[src/rtl/scdiv_pkg.sv]
package scdiv_pkg;
  localparam int unsigned N_GRP = 2;

  // group that feeds an output channel: bit 1 of the channel index
  function automatic int unsigned grp_of(input int unsigned ch);
    return (ch >> 1) % N_GRP;
  endfunction
endpackage

[src/rtl/scdiv_scale_reg.sv]
module scdiv_scale_reg #(
  parameter int unsigned SCALE_W = 8,
  parameter bit          GRP_ID  = 1'b0
) (
  input  logic               clk,
  input  logic               rst_n,
  input  logic               wr_en,
  input  logic               wr_sel,
  input  logic [SCALE_W-1:0] wr_data,
  output logic [SCALE_W-1:0] scale_q,
  output logic               load
);
  logic [SCALE_W-1:0] scale_d;

  assign load = wr_en && (wr_sel == GRP_ID);

  always_comb begin
    scale_d = scale_q;
    if (load) scale_d = wr_data;
  end

  always_ff @(posedge clk or negedge rst_n) begin
    if (!rst_n) scale_q <= '0;
    else        scale_q <= scale_d;
  end
endmodule

[src/rtl/scdiv_counter.sv]
module scdiv_counter #(
  parameter int unsigned SCALE_W = 8
) (
  input  logic               clk,
  input  logic               rst_n,
  input  logic               load,
  input  logic [SCALE_W-1:0] load_val,
  input  logic [SCALE_W-1:0] scale,
  input  logic               tick_in,
  output logic               tick_out,
  output logic               level
);
  localparam logic [SCALE_W-1:0] TERM = {{(SCALE_W-1){1'b0}}, 1'b1};

  logic [SCALE_W-1:0] cnt_q, cnt_d;
  logic               lvl_d, tick_d;
  logic               at_term;

  assign at_term = (cnt_q == TERM);

  // zero loaded wraps to all ones on the first tick, so it spans 2**SCALE_W ticks
  always_comb begin
    cnt_d  = cnt_q;
    lvl_d  = level;
    tick_d = 1'b0;
    if (load) begin
      cnt_d = load_val;
      lvl_d = 1'b0;
    end else if (tick_in) begin
      if (at_term) begin
        cnt_d  = scale;
        lvl_d  = ~level;
        tick_d = ~level;
      end else begin
        cnt_d = cnt_q - TERM;
      end
    end
  end

  always_ff @(posedge clk or negedge rst_n) begin
    if (!rst_n) begin
      cnt_q    <= '0;
      level    <= 1'b0;
      tick_out <= 1'b0;
    end else begin
      cnt_q    <= cnt_d;
      level    <= lvl_d;
      tick_out <= tick_d;
    end
  end
endmodule

[src/rtl/scdiv_src_sel.sv]
module scdiv_src_sel #(
  parameter int unsigned N_CH = 8
) (
  input  logic [scdiv_pkg::N_GRP-1:0] raw_tick,
  input  logic [scdiv_pkg::N_GRP-1:0] scaled_tick,
  input  logic [N_CH-1:0]             sel,
  output logic [N_CH-1:0]             out_tick
);
  for (genvar i = 0; i < N_CH; i++) begin : g_ch
    localparam int unsigned G = scdiv_pkg::grp_of(i);
    assign out_tick[i] = sel[i] ? scaled_tick[G] : raw_tick[G];
  end
endmodule

[src/rtl/scaled_clk_div.sv]
module scaled_clk_div #(
  parameter int unsigned SCALE_W = 8,
  parameter int unsigned N_CH    = 8
) (
  input  logic                   clk,
  input  logic                   rst_n,
  input  logic                   wr_en,
  input  logic                   wr_sel,
  input  logic [SCALE_W-1:0]     wr_data,
  output logic [2*SCALE_W-1:0]   rd_scale,
  input  logic [1:0]             in_tick,
  output logic [1:0]             sc_tick,
  output logic [1:0]             sc_level,
  input  logic [N_CH-1:0]        ch_sel,
  output logic [N_CH-1:0]        ch_tick
);
  localparam int unsigned NG = scdiv_pkg::N_GRP;

  for (genvar g = 0; g < NG; g++) begin : g_grp
    logic [SCALE_W-1:0] scale_q;
    logic               load;

    scdiv_scale_reg #(.SCALE_W(SCALE_W), .GRP_ID(g[0])) u_reg (
      .clk(clk), .rst_n(rst_n), .wr_en(wr_en), .wr_sel(wr_sel),
      .wr_data(wr_data), .scale_q(scale_q), .load(load)
    );

    scdiv_counter #(.SCALE_W(SCALE_W)) u_cnt (
      .clk(clk), .rst_n(rst_n), .load(load), .load_val(wr_data),
      .scale(scale_q), .tick_in(in_tick[g]),
      .tick_out(sc_tick[g]), .level(sc_level[g])
    );

    assign rd_scale[g*SCALE_W +: SCALE_W] = scale_q;
  end

  scdiv_src_sel #(.N_CH(N_CH)) u_sel (
    .raw_tick(in_tick), .scaled_tick(sc_tick), .sel(ch_sel), .out_tick(ch_tick)
  );
endmodule

[config.mk]
export PLATFORM = sky130hd
export DESIGN_NAME = scaled_clk_div
export DESIGN_NICKNAME = d
export VERILOG_FILES = /design/src/rtl/scdiv_pkg.sv /design/src/rtl/scdiv_scale_reg.sv /design/src/rtl/scdiv_counter.sv /design/src/rtl/scdiv_src_sel.sv /design/src/rtl/scaled_clk_div.sv
export SDC_FILE = /design/constraint.sdc
export NUM_CORES = 1
export LEC_CHECK = 0
export ABC_AREA = 0
export BUFFER_PORTS_ARGS = -buffer_cell sky130_fd_sc_hd__buf_2
export CAP_MARGIN = 10
export CORE_MARGIN = 1.5
export CORE_UTILIZATION = 35
export CTS_CLUSTER_DIAMETER = 100
export DETAILED_ROUTE_END_ITERATION = 16
export GPL_TIMING_DRIVEN = 0
export MAX_ROUTING_LAYER = met4
export PLACE_DENSITY = 0.55
export SLEW_MARGIN = 25
export SYNTH_ARGS = -nofsm -noshare
export SYNTH_HDL_FRONTEND = slang
export SYNTH_SLANG_ARGS = --single-unit
[constraint.sdc]
create_clock -name clk -period 3.4 [get_ports clk]
set_input_delay 0.51 -clock clk [delete_from_list [all_inputs] [get_ports clk]]
set_output_delay 0.51 -clock clk [all_outputs]
set_load 0.01 [all_outputs]
# ---- Word level (Yosys, flattened, before mapping)
# Index checks and enable logic that the tools add are counted.
dict set report word_totals {
  regBits 36
  in_bits 22
  output_inout_bits 28
  elab_cells 49
}
dict set report classes {
  addsub 2
  n_eq_ne 2
  mux 26
  n_bitwise 3
  n_reduce_logical 8
}
# op count
set op_table {}
lappend op_table {{$mux W8} 6}
lappend op_table {{$mux W1} 20}
lappend op_table {{$eq A8 B1 Y1 const B} 2}
lappend op_table {{$sub A8 B1 Y8 const B} 2}
lappend op_table {{$reduce_bool A2 Y1} 4}
lappend op_table {{$reduce_and A2 Y1} 2}
lappend op_table {{$not A1 Y1} 3}
lappend op_table {{$logic_and A1 B1 Y1} 2}

# ---- Logic depth before layout (Yosys ltp)
# Gate-level depths: netlist (run 1).
dict set report depth {
  word_depth 4
  depth_mapped 7
}

# ---- Hierarchy
# Synthesis (run 1) repeated with hierarchy kept, for this count alone.
dict set report unflattened {
  cells_unflattened 196
  hier_area_um2 2145.8
}
# mod instances cells_each area_per_inst_um2
set modules_own_cells {}
lappend modules_own_cells {scdiv_counter 2 76 683.2}
lappend modules_own_cells {{scdiv_scale_reg (g_grp[0].u_reg)} 1 18 354.1}
lappend modules_own_cells {{scdiv_scale_reg (g_grp[1].u_reg)} 1 18 335.3}
lappend modules_own_cells {scdiv_src_sel 1 8 90.1}

# ---- Worst setup path after synthesis (run 1)
# No wires, ideal clock.
dict set report synth_timing {
  path_kind {register to register}
  start {register g_grp[1].u_cnt.cnt_q[3]}
  end {register g_grp[1].u_cnt.cnt_q[5]}
  setup_ns 0.092
  arrival_ns 1.791
  path_slack_ns 1.518
  stages_incl_launch_ff 6
  path_buffers 1
  path_cell_list {dfrtp_1 -> or4_4 -> or3_1 -> buf_6 -> and3_4 -> o31ai_2}
}
dict set report synth_between {
  elab_chain_cells 4
}
# item line
set synth_rtl {}
lappend synth_rtl {{start, declared} scdiv_counter.sv:15} ;# logic [SCALE_W-1:0] cnt_q, cnt_d;
lappend synth_rtl {{start signal, assigned} scdiv_counter.sv:46} ;# cnt_q <= cnt_d;
lappend synth_rtl {{$sub A8 B1 Y8 / $eq A8 B1 Y1 (equally long branches)} {scdiv_counter.sv:35, scdiv_counter.sv:19}}
lappend synth_rtl {{$mux W8 *} scdiv_counter.sv:30} ;# if (at_term) begin
lappend synth_rtl {{$mux W8 *} scdiv_counter.sv:29} ;# end else if (tick_in) begin
lappend synth_rtl {{$mux W8 *} scdiv_counter.sv:26} ;# if (load) begin
# Every way passes the cells marked *; elsewhere a longest branch is shown, timed or not. The select of a mux whose other input is x is not followed.
# A chain may end at the register's enable or synchronous reset.

# ---- Final worst setup path (run 1)
dict set report layout_timing {
  start {register g_grp[0].u_cnt.cnt_q[1]}
  end {register g_grp[0].u_cnt.cnt_q[1]}
}
dict set report layout_between {
  elab_chain_cells 4
}
# item line
set layout_rtl {}
lappend layout_rtl {{start, declared} scdiv_counter.sv:15}
lappend layout_rtl {{start signal, assigned} scdiv_counter.sv:46}
lappend layout_rtl {{$sub A8 B1 Y8 / $eq A8 B1 Y1 (equally long branches)} {scdiv_counter.sv:35, scdiv_counter.sv:19}}
lappend layout_rtl {{$mux W8 *} scdiv_counter.sv:30}
lappend layout_rtl {{$mux W8 *} scdiv_counter.sv:29}
lappend layout_rtl {{$mux W8 *} scdiv_counter.sv:26}
# Marks and branches as above.

==> results.cfg, run 1 <==
[timing]
fmax_mhz = 442
fin_tns_setup_ns = 0
finalSetupViolations = 0
worstMarginPinSlew_ns = 0.818
min_period_ns = 2.26
finalCritPeriodShare = 0.666
hold_viol = 0
whs_ns = 0.300
maxSlewHeadroom = 0.455
finalMaxSlewViolations = 0
rsz0062_at_grt = false
skew_ns = 0.00711

[final_layout]
syn2layout_area_growth_pct = 22.6
stdcell_count = 363
drive_gt1_frac = 0.237
finish.instance_area_mm2 = 0.00248
fin_nets = 316
num_antenna_cells = 0

[placed_design]
gp_congestion = 0.889
placed_cell_area_mm2 = 0.00235
dp.cells = 355
port_buffers = 48
hpwlAfterDp_um = 3900

[synthesis]
synth-seq-cells = 36
syn-cell-area_mm2 = 0.00202
synth_top_area_share = 0.445
yosysSeqAreaShare = 0.445
post_synth.cell_area_avg_um2 = 8.61
yosysTopAreaCell = dfrtp_1
synth_edf_count = 0
synth_ff_type = dfrtp_1
synthArstFlopShare = 1.00
yosysMostFrequentCell = nand2_1
yosys-top-cells-count = 62 x nand2_1, 36 x dfrtp_1, 17 x o21ai_0
synth_cell_types = 46
yosysWarnings = 0
syn_inst = 235
synth.area.top_cells = dfrtp_1 44%, nand2_1 11%, o21ai_0 4.2%
syn-num-nets = 261

[floorplanning]
die_area_mm2 = 0.00625
num_rows = 27
num_io_pins = 50
die_w_um = 79.1
die_h_um = 79.1
coreArea_mm2 = 0.00554
start_util = 0.365

[setup_path]
cp_cell_sequence = inv_1, ha_1, nor4b_1, nand2_1, and2_1, o31ai_1
critPathSlowestCell = nor4b_1
cp_max_fo = 7
slowest_delay_ns = 0.60
r2r-start = g_grp[0].u_cnt.cnt_q[1]
critical_path.startpoint = g_grp[0].u_cnt.cnt_q[1]
reg2reg_depth = 6
r2r_setup_slack_ns = 1.14
crit_path_end = g_grp[0].u_cnt.cnt_q[1]
worstSetupPathType = reg -> reg
r2r-end = g_grp[0].u_cnt.cnt_q[1]
crit_cells = 6
worst_ep_arrival_time_ns = 2.46
end_kind = register
crit_required_ns = 3.60
path_delay_family = simple AND/OR/NAND/NOR gates
critical_path.startpoint_type = register
critPathBufInv = 1

[route]
drtPass1Iterations = 4
postRouteAntennaNets = 0
vias = 1853
drcViolationCount = 0
wl_um = 5280
drt-initial-drc-count = 129
routed_via_density = 5.10
wl_per_cell_um = 14.6

[global_routing]
antenna_found_initial = 0
grt_overflow = 0
grt_pass1_wl_um = 8740
grt_max_degree = 37
first_global_vias = 1767
track_usage = 0.185

[clock_tree]
clkSinkCount = 36
clk_pin_slew_worst_paths_ns = 0.07
cts_resized = 0
post-cts-setup-buffers = 0
clock_latency_ns = 0.29
holdBufCountCts = 0
cts_buffers = 5
cts.htree.levels = 2
root_buffer = clkbuf_8
cts_tree = built
cts_buffer_depth = 2

[outcome]
status = completed

[power]
p_leak_nw = 1.24
vdd_ir_drop_max_v = 0.000230
powerDensity_mw_per_mm2 = 548

[flow_run]
cap_viol_max_count = 0

[hold_path]
hold_path.class = in -> async
## sequential cells by signal, summed over array words and instances, names as in the netlist
signal and flops:
g_grp.u_cnt.level 2, g_grp.u_cnt.cnt_q 16, g_grp.u_cnt.tick_out 2, g_grp.u_reg.scale_q 16
## worst min-delay path by stage
stage	start	to	slack, ns	cells after the start
2_1_floorplan	rst_n	g_grp[0].u_cnt.cnt_q[0]	0.21	0
3_3_place_gp	g_grp[0].u_cnt.level	g_grp[0].u_cnt.tick_out	0.48	1
3_5_place_dp	g_grp[1].u_reg.scale_q[5]	g_grp[1].u_reg.scale_q[5]	0.49	2
4_1_cts	rst_n	g_grp[1].u_reg.scale_q[1]	0.34	1
5_1_grt	rst_n	g_grp[1].u_reg.scale_q[4]	0.38	1
6_report	rst_n	g_grp[1].u_reg.scale_q[1]	0.30	1
## report_power, final
group | internal [mW] | switching (mW) | total [mW]
clock | 0.259 | 0.161 | 0.420
sequential | 0.501 | 0.0891 | 0.590
combinational | 0.161 | 0.190 | 0.351
total | 0.920 | 0.440 | 1.36
## worst reg2reg max path: stages, from the launching register on
cell	delay (ns)
dfrtp_1	0.44
inv_1	0.11
ha_1	0.18
nor4b_1	0.60
nand2_1	0.37
and2_1	0.28
o31ai_1	0.21
## routing by layer
metal,up-vias,share of wire,GRT usage
met3,4,0.040,0.0310
met5,-,0,-
met2,53,0.44,0.274
met1,867,0.51,0.262
li1,929,-,-
met4,0,0.011,0.0544
## logic make-up after synthesis
kind of cell,synth area share
adder cells (fa/ha/maj),0.0247
AND/OR/NAND/NOR,0.237
AO/OA/AOI/OAI,0.185
XOR/XNOR,0.0260
buffers and inverters,0.0519
flip-flops,0.445
multiplexers,0.0309
## through the flow
step | power [mW] | util | worst slack (ns)
5_1_grt | 1.45 | 0.448 | 1.01
2_1_floorplan | 0.821 | - | 1.52
3_3_place_gp | 0.944 | 0.425 | 1.16
6_report | 1.36 | 0.448 | 1.14
4_1_cts | 1.38 | 0.448 | 1.15
3_5_place_dp | 0.948 | 0.425 | 1.17
## final cells by class
type | count | area [um2]
fill | 577 | 3060
multi-input combinational | 177 | 1020
sequential | 36 | 901
timing repair buffer | 48 | 240
clock buffer | 7 | 96.3
tap | 72 | 90.1
buffer | 12 | 67.6
inverter | 10 | 37.5
clock inverter | 1 | 30.0
## placed cells by master, fill, tap and decap left out, drive strengths merged, types with 2 or more instances in the layout
cell type  count
clkbuf        14
and3           2
and2           3
mux2i          4
a21boi         4
ha             4
xor2           5
dfrtp         36
o211ai         2
nand3          4
a22oi          5
a21oi          7
o41ai          4
nor2          14
o21ai         17
buf           53
nand2         62
or4            2
a211oi         3
o31ai          5
or3            2
nor4b          2
inv           10
nor3           6
mux2           2
a31oi          2
(Power assumes the default switching activity.)
==> run 2: changes to the inputs <==
==> constraint.sdc (replaced) <==
create_clock -name clk -period 2.3 [get_ports clk]
set_input_delay 0.345 -clock clk [delete_from_list [all_inputs] [get_ports clk]]
set_output_delay 0.345 -clock clk [all_outputs]
set_load 0.01 [all_outputs]
==> run 2 against run 1 <==
  * Count of clock-buffer cells in the layout unchanged
  * Clock skew about the same
  * Largest cell class unchanged
  * Total power is 48% higher
==> results.cfg, run 2 (synthesis results as in run 1) <==
[outcome]
status = completed

[final_layout]
fin_nets = 316
top_regs = g_grp.u_cnt.cnt_q (16), g_grp.u_reg.scale_q (16)
final_common_cell = nand2_1
stdcell_count = 363
num_antenna_cells = 0
multi_input_area_mm2 = 0.00102
final_cell_mix = 62 x nand2_1, 48 x buf_2, 36 x dfrtp_1
seq_area_um2 = 901
nFillCells = 575
syn2layout_area_growth_pct = 22.9
drive_gt1_frac = 0.241

[setup_path]
worst_ep_arrival_time_ns = 2.23
critical_path.startpoint_type = register
worstSetupPathType = reg -> reg
critical_path.startpoint = g_grp[0].u_cnt.cnt_q[2]
r2r_setup_slack_ns = 0.27
cp_max_fo = 8
r2r-start = g_grp[0].u_cnt.cnt_q[2]
crit_required_ns = 2.50
end_kind = register

[power]
p_int_mw = 1.36
comb_power_share = 0.258
switchingPower_mw = 0.653
powerDensity_mw_per_mm2 = 810
vdd_ir_drop_max_v = 0.000340
power_mw = 2.01
power_frac_seq = 0.434
clockPowerShare = 0.308
p_leak_nw = 1.24
swShare = 0.324

[timing]
skew_ns = 0.00671
min_period_ns = 2.03
fmax_mhz = 492
rsz0062_at_grt = false
whs_ns = 0.131
hold_viol = 0
finalMaxSlewViolations = 0
finalSetupViolations = 0
fin_tns_setup_ns = 0
maxSlewHeadroom = 0.461
worstMarginPinSlew_ns = 0.808
finalCritPeriodShare = 0.883

[floorplanning]
die_h_um = 79.1
coreArea_mm2 = 0.00554
die_w_um = 79.1
start_util = 0.365
die_area_mm2 = 0.00625
num_io_pins = 50
num_rows = 27

[route]
drcViolationCount = 0
routed_via_density = 5.06
vias = 1837
wl_um = 5280
drt-initial-drc-count = 118
drtPass1Iterations = 4
wl_per_cell_um = 14.6
postRouteAntennaNets = 0

[global_routing]
grt_pass1_wl_um = 8740
first_global_vias = 1767
antenna_found_initial = 0
grt_overflow = 0
grt_max_degree = 37
track_usage = 0.185

[clock_tree]
cts.htree.levels = 2
clock_latency_ns = 0.29
cts_buffer_depth = 2
cts_tree = built
post-cts-setup-buffers = 0
clkSinkCount = 36
root_buffer = clkbuf_8
clk_pin_slew_worst_paths_ns = 0.07
cts_buffers = 5

[placed_design]
dp.cells = 355
hpwlAfterDp_um = 3900
port_buffers = 48
gp_congestion = 0.889

[flow_run]
cap_viol_max_count = 0

[hold_path]
hold_path.class = in -> async
-- run 2: cell types whose count changed in the layout (fill, tap and decap cells not counted) --
cell | previous run | this run
nor4b_2 | 0 | 1
nor4b_1 | 2 | 1
-- run 2: worst max-delay path, stage by stage, from the launching register on --
cell     delay (ns)
dfrtp_1        0.44
nor3_1         0.65
nand2_1        0.37
and2_1         0.27
o31ai_1        0.21
-- run 2: path summary, 6_finish.rpt --
| path | end | cells past startpoint |
|---|---|---|
| max | g_grp[0].u_cnt.cnt_q[1] | 4 |
| min | g_grp[1].u_reg.scale_q[1] | 1 |
| max reg2reg | g_grp[0].u_cnt.cnt_q[1] | 4 |
| min reg2reg | g_grp[0].u_cnt.tick_out | 1 |
| max in group asynchronous | g_grp[1].u_cnt.level | 1 |
| min in group clk | g_grp[0].u_reg.scale_q[7] | 3 |
-- run 2: what timing repair did --
item                                    in CTS  in global routing
gates resized for setup                      0                  1
endpoints found under the setup margin       0                  2
hold buffers                                 0                  0
-- run 2: power groups by stage --
stage	combinational [mW]	clock (mW)	sequential (mW)
global placement	0.513	0	0.883
detailed placement	0.519	0	0.883
CTS	0.522	0.643	0.871
finish	0.520	0.621	0.874
floorplan	0.347	0	0.867
global route	0.600	0.657	0.893
-- run 2: metal layers --
| layer | share of wire | up-vias | track usage | wire, um |
|---|---|---|---|---|
| li1 | - | 929 | - | - |
| met1 | 0.50 | 855 | 0.262 | 2670 |
| met2 | 0.44 | 49 | 0.274 | 2330 |
| met3 | 0.042 | 4 | 0.0310 | 224 |
| met4 | 0.011 | 0 | 0.0544 | 58 |
| met5 | 0 | - | - | 0 |
-- run 2: cell type report --
class / count / area share
well taps: 72 / 0.0362
plain buffers: 12 / 0.0272
inverters: 10 / 0.0151
multi-input cells: 177 / 0.412
repair buffers: 48 / 0.0966
clock inverters: 1 / 0.0121
clock buffers: 7 / 0.0387
flip-flops and latches: 36 / 0.362
-- run 2: per-stage QoR --
stage | setup slack, ns | area [um2] | util
final | 0.269 | 2490 | 0.449
after global routing | 0.135 | 2490 | 0.449
after CTS | 0.0523 | 2480 | 0.448
after detailed placement | 0.0736 | 2350 | 0.425
after global placement | 0.0587 | 2350 | 0.425
after floorplan | 0.418 | 2020 | -
==> run 3: changes to the inputs <==
==> constraint.sdc (replaced) <==
create_clock -name clk -period 2.1 [get_ports clk]
set_input_delay 0.315 -clock clk [delete_from_list [all_inputs] [get_ports clk]]
set_output_delay 0.315 -clock clk [all_outputs]
set_load 0.05 [all_outputs]
==> run 3 against run 2 <==
  * Sequential power up 10%
  * Clock power up 9.5%
  * Register-to-register slack worse by 0.14 ns
  * Final cell count unchanged
  * Critical path type unchanged
  * Largest power group unchanged
==> results.cfg, run 3 (synthesis results as in run 1) <==
[outcome]
status = completed

[placed_design]
gp_congestion = 0.889
port_buffers = 48
placed_cell_area_mm2 = 0.00235
hpwlAfterDp_um = 3900

[clock_tree]
clock_latency_ns = 0.29
cts_buffer_depth = 2
post-cts-setup-buffers = 0
cts_buffers = 5
clkSinkCount = 36
clk_pin_slew_worst_paths_ns = 0.07
root_buffer = clkbuf_8
cts.htree.levels = 2
holdBufCountCts = 0
cts_tree = built

[route]
routed_via_density = 5.12
postRouteAntennaNets = 0
drtPass1Iterations = 4
wl_um = 5310
drcViolationCount = 0
wl_met1_um = 2720
wl_met2_um = 2350
vias = 1858
met3RoutedLength_um = 180
highest_layer = met4
drt-initial-drc-count = 134
wl_per_cell_um = 14.6

[final_layout]
finish.instance_area_mm2 = 0.00250
drive_gt1_frac = 0.247
fin_nets = 316
final_common_cell = nand2_1
final_util = 0.451
num_antenna_cells = 0
nFillCells = 574
syn2layout_area_growth_pct = 23.4
top_regs = g_grp.u_cnt.cnt_q (16), g_grp.u_reg.scale_q (16)
seq_area_um2 = 901
final_cell_mix = 62 x nand2_1, 48 x buf_2, 36 x dfrtp_1
multi_input_area_mm2 = 0.00104

[power]
powerDensity_mw_per_mm2 = 952
p_leak_nw = 1.24
power_mw = 2.38
vdd_ir_drop_max_v = 0.000372

[setup_path]
worstSetupPathType = reg -> reg
cp_max_fo = 8
crit_required_ns = 2.30
r2r-end = g_grp[1].u_cnt.cnt_q[5]
reg2reg_depth = 5
end_kind = register
r2r_setup_slack_ns = 0.13
worst_ep_arrival_time_ns = 2.17
critical_path.startpoint_type = register
r2r-start = g_grp[1].u_cnt.cnt_q[3]

[global_routing]
antenna_found_initial = 0
track_usage = 0.186
grt_overflow = 0
grt_max_degree = 37
first_global_vias = 1768
grt_pass1_wl_um = 8760

[floorplanning]
coreArea_mm2 = 0.00554
die_h_um = 79.1
num_io_pins = 50
num_rows = 27
die_w_um = 79.1
start_util = 0.365
die_area_mm2 = 0.00625

[timing]
fmax_mhz = 508
hold_viol = 0
finalSetupViolations = 0
worstMarginPinSlew_ns = 0.809
finalMaxSlewViolations = 0
min_period_ns = 1.97
skew_ns = 0.00707
fin_tns_setup_ns = 0
maxSlewHeadroom = 0.461
finalCritPeriodShare = 0.938
rsz0062_at_grt = false

[flow_run]
cap_viol_max_count = 0

[hold_path]
hold_path.class = in -> async
## run 3: cell count changes in the layout (fill, tap and decap cells not counted)
cell	change
nor3_1	-1
nor4b_1	-1
nor4b_2	+1
nor3_2	+1
## run 3: timing repair
action | 4_1_cts | 5_1_grt
resized for setup | 1 | 2
setup endpoints to repair | 3 | 3
hold endpoints to repair | 0 | 0
## run 3: area by class of cell
type / instances / area share
plain buffers: 12 / 0.0270
clock buffers: 7 / 0.0386
clock inverters: 1 / 0.0120
inverters: 10 / 0.0150
multi-input cells: 177 / 0.415
flip-flops and latches: 36 / 0.361
well taps: 72 / 0.0361
repair buffers: 48 / 0.0961
## run 3: power breakdown
group          leakage [nW]  switching (mW)  internal [mW]
clock network        0.0645           0.261          0.419
logic                 0.732           0.468          0.266
registers             0.446           0.155          0.811
total                  1.24           0.883           1.50
## run 3: worst max-delay path by stage
stage / start / endpoint / cells after the start
finish: g_grp[1].u_cnt.cnt_q[3] / g_grp[1].u_cnt.cnt_q[5] / 5
CTS: g_grp[0].u_cnt.cnt_q[2] / g_grp[0].u_cnt.cnt_q[1] / 4
detailed placement: g_grp[0].u_cnt.cnt_q[1] / g_grp[0].u_cnt.cnt_q[1] / 6
floorplan: in_tick[1] / ch_tick[2] / 3
global placement: g_grp[0].u_cnt.cnt_q[1] / g_grp[0].u_cnt.cnt_q[1] / 6
global route: g_grp[1].u_cnt.cnt_q[3] / g_grp[1].u_cnt.cnt_q[5] / 5
## run 3: per-layer routing
| layer | GRT usage | up-vias |
|---|---|---|
| li1 | - | 929 |
| met1 | 0.262 | 874 |
| met2 | 0.274 | 51 |
| met3 | 0.0310 | 4 |
| met4 | 0.0544 | 0 |
| met5 | - | - |
## run 3: critical path: stages, from the launching register on
cell and delay (ns):
dfrtp_1 0.46, or4_4 0.57, or3_1 0.37, buf_6 0.15, and3_4 0.15, o31ai_2 0.19
## run 3: per-stage QoR
step / cells / hold slack, ns / setup slack, ns
after floorplan: 235 / 0.0194 / -0.0159
after global placement: 355 / 0.467 / -0.141
after detailed placement: 355 / 0.463 / -0.126
after CTS: 363 / 0.145 / 0.0977
after global routing: 363 / 0.182 / 0.0164
final: 363 / 0.102 / 0.130
